<file path="config.mk">
export PLATFORM = sky130hd
export DESIGN_NAME = chop_regulator
export DESIGN_NICKNAME = d
export VERILOG_FILES = /design/src/rtl/chop_pkg.sv /design/src/rtl/chop_timebase.sv /design/src/rtl/ovc_sync.sv /design/src/rtl/chop_channel.sv /design/src/rtl/chop_regulator.sv
export SDC_FILE = /design/constraint.sdc
export NUM_CORES = 1
export LEC_CHECK = 0
export BUFFER_PORTS_ARGS = -buffer_cell sky130_fd_sc_hd__buf_2
export CAP_MARGIN = 10
export CORE_MARGIN = 5
export CORE_UTILIZATION = 54
export CTS_BUF_LIST = sky130_fd_sc_hd__clkbuf_8
export CTS_CLUSTER_SIZE = 20
export DETAILED_ROUTE_END_ITERATION = 8
export PLACE_DENSITY_LB_ADDON = 0.12
export SLEW_MARGIN = 20
export SYNTH_ARGS = -nofsm -noshare
export SYNTH_HDL_FRONTEND = slang
export SYNTH_SLANG_ARGS = --single-unit
export TNS_END_PERCENT = 5
</file>
<file path="constraint.sdc">
create_clock -name clk -period 4.5 [get_ports clk]
set_input_delay 0.225 -clock clk [delete_from_list [all_inputs] [get_ports clk]]
set_output_delay 0.225 -clock clk [all_outputs]
set_load 0.1 [all_outputs]
</file>
<file path="src/rtl/chop_pkg.sv">
package chop_pkg;

  // Effective blanking length: at least one cycle, always shorter than a frame.
  function automatic int unsigned blank_cycles(int unsigned req, int unsigned period);
    if (req == 0) return 1;
    if (req > period - 1) return period - 1;
    return req;
  endfunction

  // Next state of a set-dominant latch.
  function automatic logic sd_latch_next(logic set_i, logic clr_i, logic q);
    if (set_i) return 1'b1;
    if (clr_i) return 1'b0;
    return q;
  endfunction

endpackage

</file>
<file path="src/rtl/chop_timebase.sv">
module chop_timebase import chop_pkg::*; #(
  parameter int unsigned PERIOD = 250,
  parameter int unsigned CW     = 8
) (
  input  logic          clk,
  input  logic          rst_n,
  input  logic [CW-1:0] blank_len,
  output logic [CW-1:0] cnt,
  output logic          blank_act
);
  localparam logic [CW-1:0] LAST = CW'(PERIOD - 1);

  logic [CW-1:0] eff_len;

  always_ff @(posedge clk or negedge rst_n) begin
    if (!rst_n)           cnt <= '0;
    else if (cnt == LAST) cnt <= '0;
    else                  cnt <= cnt + 1'b1;
  end

  assign eff_len   = CW'(blank_cycles(int'(blank_len), PERIOD));
  assign blank_act = (cnt < eff_len);
endmodule

</file>
<file path="src/rtl/ovc_sync.sv">
module ovc_sync #(
  parameter int unsigned NCH = 2
) (
  input  logic           clk,
  input  logic           rst_n,
  input  logic [NCH-1:0] ovc,
  output logic [NCH-1:0] ovc_s
);
  for (genvar c = 0; c < NCH; c++) begin : g_sync
    logic meta_q, stab_q;
    always_ff @(posedge clk or negedge rst_n) begin
      if (!rst_n) begin
        meta_q <= 1'b0;
        stab_q <= 1'b0;
      end else begin
        meta_q <= ovc[c];
        stab_q <= meta_q;
      end
    end
    assign ovc_s[c] = stab_q;
  end
endmodule

</file>
<file path="src/rtl/chop_channel.sv">
module chop_channel import chop_pkg::*; (
  input  logic       clk,
  input  logic       rst_n,
  input  logic       set_i,
  input  logic       clr_i,
  input  logic       en,
  input  logic [1:0] phase,
  output logic       latch_q,
  output logic [1:0] drv
);
  always_ff @(posedge clk or negedge rst_n) begin
    if (!rst_n) latch_q <= 1'b0;
    else        latch_q <= sd_latch_next(set_i, clr_i, latch_q);
  end

  // The latch acts as an inhibit on both outputs; phase order is untouched.
  assign drv = (en && latch_q) ? phase : 2'b00;
endmodule

</file>
<file path="src/rtl/chop_regulator.sv">
module chop_regulator #(
  parameter int unsigned NCH    = 2,
  parameter int unsigned PERIOD = 250,
  parameter int unsigned CW     = $clog2(PERIOD)
) (
  input  logic             clk,
  input  logic             rst_n,
  input  logic             en,
  input  logic [CW-1:0]    blank_len,
  input  logic [2*NCH-1:0] phase_sel,
  input  logic [NCH-1:0]   ovc,
  output logic             sync_n,
  output logic [2*NCH-1:0] drv_en
);
  logic [CW-1:0]  cnt;
  logic           blank_act;
  logic [NCH-1:0] ovc_s;
  logic [NCH-1:0] latch_q;

  chop_timebase #(.PERIOD(PERIOD), .CW(CW)) u_tb (
    .clk(clk), .rst_n(rst_n), .blank_len(blank_len),
    .cnt(cnt), .blank_act(blank_act)
  );

  ovc_sync #(.NCH(NCH)) u_sync (
    .clk(clk), .rst_n(rst_n), .ovc(ovc), .ovc_s(ovc_s)
  );

  for (genvar c = 0; c < NCH; c++) begin : g_ch
    chop_channel u_ch (
      .clk(clk), .rst_n(rst_n),
      .set_i(blank_act), .clr_i(ovc_s[c]), .en(en),
      .phase(phase_sel[2*c +: 2]),
      .latch_q(latch_q[c]), .drv(drv_en[2*c +: 2])
    );
  end

  assign sync_n = ~blank_act;
endmodule

</file>
==> impl_results.md <==
* Crit-path most repeated cell: buf_2
* Number of setup buffers added after CTS at 0
* Final cell count without fillers at 121
* Num ports at 22
* Layout cells sized above 1 at 26.4%
* Max cap viols at 0
* Routed Antenna Nets at 0
* Drt first pass iters at 4
* Placeable Area at 1350 um^2
* Num CTS Buffers at 3
* Clk sinks at 14
* Clock slew at reported path FFs at 50 ps
* Power Internal at 0.219 mW
* Worst setup path startpoint: blank_len[2]
* DP HPWL at 1290 um
* Comb pwr share at 15.5%
* Bufs on Longest Clock Path at 2
* Slew margin rel. at 66.3%
* Buffers on Ports at 21
* Final critical-path share of the clock period at 53.7%
* Initial core utilization at 58.9%
* RSZ-0062 raised after global routing: no
* Worst reg2reg setup slack at 2840 ps
* Diode count at 0
* Arrival time worst endpoint at 2190 ps
* Iter 0 DRT Violations at 8
* Total GRT Usage at 16.6%
* Syn_area_per_cell at 9.95 um^2
* Max VDD drop at 0.298 mV
* Synth Area in XOR/XNOR at 3.30%
* Psw at 0.0734 mW
* Skew-Pair Late Insertion Delay at 240 ps
* Synth Cell Area at 796 um^2
* Register-to-Register Path Depth at 5
* Syn Nets at 106
* CP Launch Type: input port
* Clock share of power at 40.6%
* Status: finished, final reports clean
* Stages on worst setup path at 10
* CTS resizes at 0
* Sw Ratio at 25.1%
* Measured slew at the worst slew-check pin at 502 ps
* Maximum clock rate at 414 MHz
* Num rows at 13
* Die width at 48.4 um
* Die Ht at 48.4 um
* Leading cell type in the layout, fill and taps excluded: buf_2
* Worst min path class: in -> reg
* Initial antenna violation count at 0
* Synth Register Bits at 14
* First-pass GRT wire length at 3180 um
* PwrDens at 297 nW/um^2
* TritonCTS clock tree: done
* Total grt overflow at 0
* Slew Viols, Final at 0
* Vias in the first global route at 745
* CP required at 4280 ps
* Drc violations at 0
* Min-delay src: ovc[0]
* Worst Path Buf+Inv at 2
* Max FO, Critical Path at 3
* Leakage at 0.494 nW
* Vias at 681
* Clk_skew at 0.671 ps
* Nets at 133
* Final Total Pwr at 0.293 mW
* Largest family of logic cells by synthesized area: simple AND/OR/NAND/NOR gates
* RR Startpoint: u_tb.cnt[2]
* GPL Wtd Cong at 0.777
* Hold Vio Cnt, Final at 0
* Crit path kind: in -> out
* Count of cell types in the netlist at 27
* CP top delay family: compound AO/OA/AOI/OAI gates
* Final setup TNS at 0 ps
* Endpoints failing setup at 0
* CP cell instances: buf_2, o2111ai_1, or3_4, nand2_1, ha_1, a21oi_1, o21ai_1, a211o_1, o21a_1, buf_2
* H-tree Lvls at 1
* Hold Path Cell Cnt at 1
* Synth Area in Compound Gates at 13.8%
* Part of the power in registers at 44.0%
* CTS root buf: clkbuf_8
* CP Capture Type: output pin
* Die Area at 2340 um^2
* Cells after Synth at 80
* Placed cells at 116
* Multiplexer share of the synthesized area at 0%
* Fill cells at 104
* Post-Synth Simple-Gate Area at 21.4%
* Pin count of the biggest net entering global routing at 15
* Via-per-instance ratio at 5.63
* Hold_buf cts at 1
* Slowest CP cell: or3_4
* P&R area growth vs syn at 23.7%
* Post-layout min period at 2420 ps
* Synth Area in Adders at 14.2%
* YS warnings at 0
* Wire per inst at 14.1 um
* Most frequent cells in the layout: 21 x buf_2, 14 x dfrtp_1, 9 x ha_1
* Seq/Total Area, Yosys at 44.0%
* Max incr delay on CP at 360 ps
* Total wire length at 1710 um
-- per-stage QoR --
step | setup WS, ps | cell area [um^2] | hold slack [ps] | utilization (%)
after floorplan | 2220 | 796 | -70.6 | -
after global placement | 2210 | 920 | 127 | 68.1
after detailed placement | 2120 | 920 | 127 | 68.1
after CTS | 2120 | 985 | 83.1 | 72.9
after global routing | 1980 | 985 | 89.8 | 72.9
final | 2080 | 985 | 87.0 | 72.9
-- worst paths after layout --
path | end
hold reg to reg | u_sync.g_sync[1].stab_q
min in group asynchronous | u_sync.g_sync[1].meta_q
setup / recovery | sync_n
max in group asynchronous | u_tb.cnt[6]
setup reg to reg | g_ch[1].u_ch.latch_q
hold / removal | u_sync.g_sync[0].meta_q
-- cell type report --
type	instances	area (um^2)	share of cell area, %
multi-input cells	59	419	42.6
clock buffers	4	55.1	5.59
inverters	7	26.3	2.67
repair buffers	22	115	11.7
flip-flops and latches	14	350	35.6
well taps	15	18.8	1.91
-- registers in the layout, summed over array words and instances, names as in the netlist --
| name | cells |
|---|---|
| u_tb.cnt | 8 |
| g_ch.u_ch.latch_q | 2 |
| u_sync.g_sync.meta_q | 2 |
| u_sync.g_sync.stab_q | 2 |
-- synth_stat cells, drive strengths merged --
master | number | area share [%]
dfrtp | 14 | 44
ha | 9 | 14
inv | 6 | 2.8
a21oi | 5 | 3.1
nand2 | 5 | 2.4
nor2 | 5 | 2.4
and3 | 4 | 3.1
o21ai | 4 | 2.5
or3 | 4 | 3.8
nand2b | 3 | 2.4
nand3 | 3 | 1.9
a41oi | 2 | 2.2
nand4 | 2 | 1.6
o211ai | 2 | 1.9
xor2 | 2 | 2.2
a211o | 1 | 1.1
a21boi | 1 | 0.94
clkinv | 1 | 0.47
nand4b | 1 | 1.1
nor3 | 1 | 1.3
nor4 | 1 | 0.79
o2111ai | 1 | 1.1
o21a | 1 | 0.94
or2 | 1 | 0.79
xnor2 | 1 | 1.1
-- kinds of logic (layout without fill, tap and decap cells) --
group,Yosys count,in the layout
AO/OA/AOI/OAI,17,17
XOR/XNOR,3,3
adder cells (fa/ha/maj),9,9
buffers and inverters,7,33
flip-flops,14,14
AND/OR/NAND/NOR,30,30
-- power by group through the flow --
stage / combinational, mW / clock (mW) / sequential [mW]
5_1_grt: 0.0497 / 0.128 / 0.129
2_1_floorplan: 0.0301 / 0 / 0.131
3_3_place_gp: 0.0435 / 0 / 0.131
6_report: 0.0453 / 0.119 / 0.129
4_1_cts: 0.0454 / 0.122 / 0.129
3_5_place_dp: 0.0447 / 0 / 0.131
-- routing by layer --
metal / wire [um] / share of wire [%] / GRT usage, % / up-vias
met5: 0 / 0 / 0 / -
met4: 45 / 2.6 / 8.29 / 0
met3: 122 / 7.1 / 4.28 / 6
met2: 757 / 44 / 25.4 / 23
met1: 786 / 46 / 21.3 / 306
li1: - / - / - / 346
Note: power is estimated with default switching activity, not from simulation.
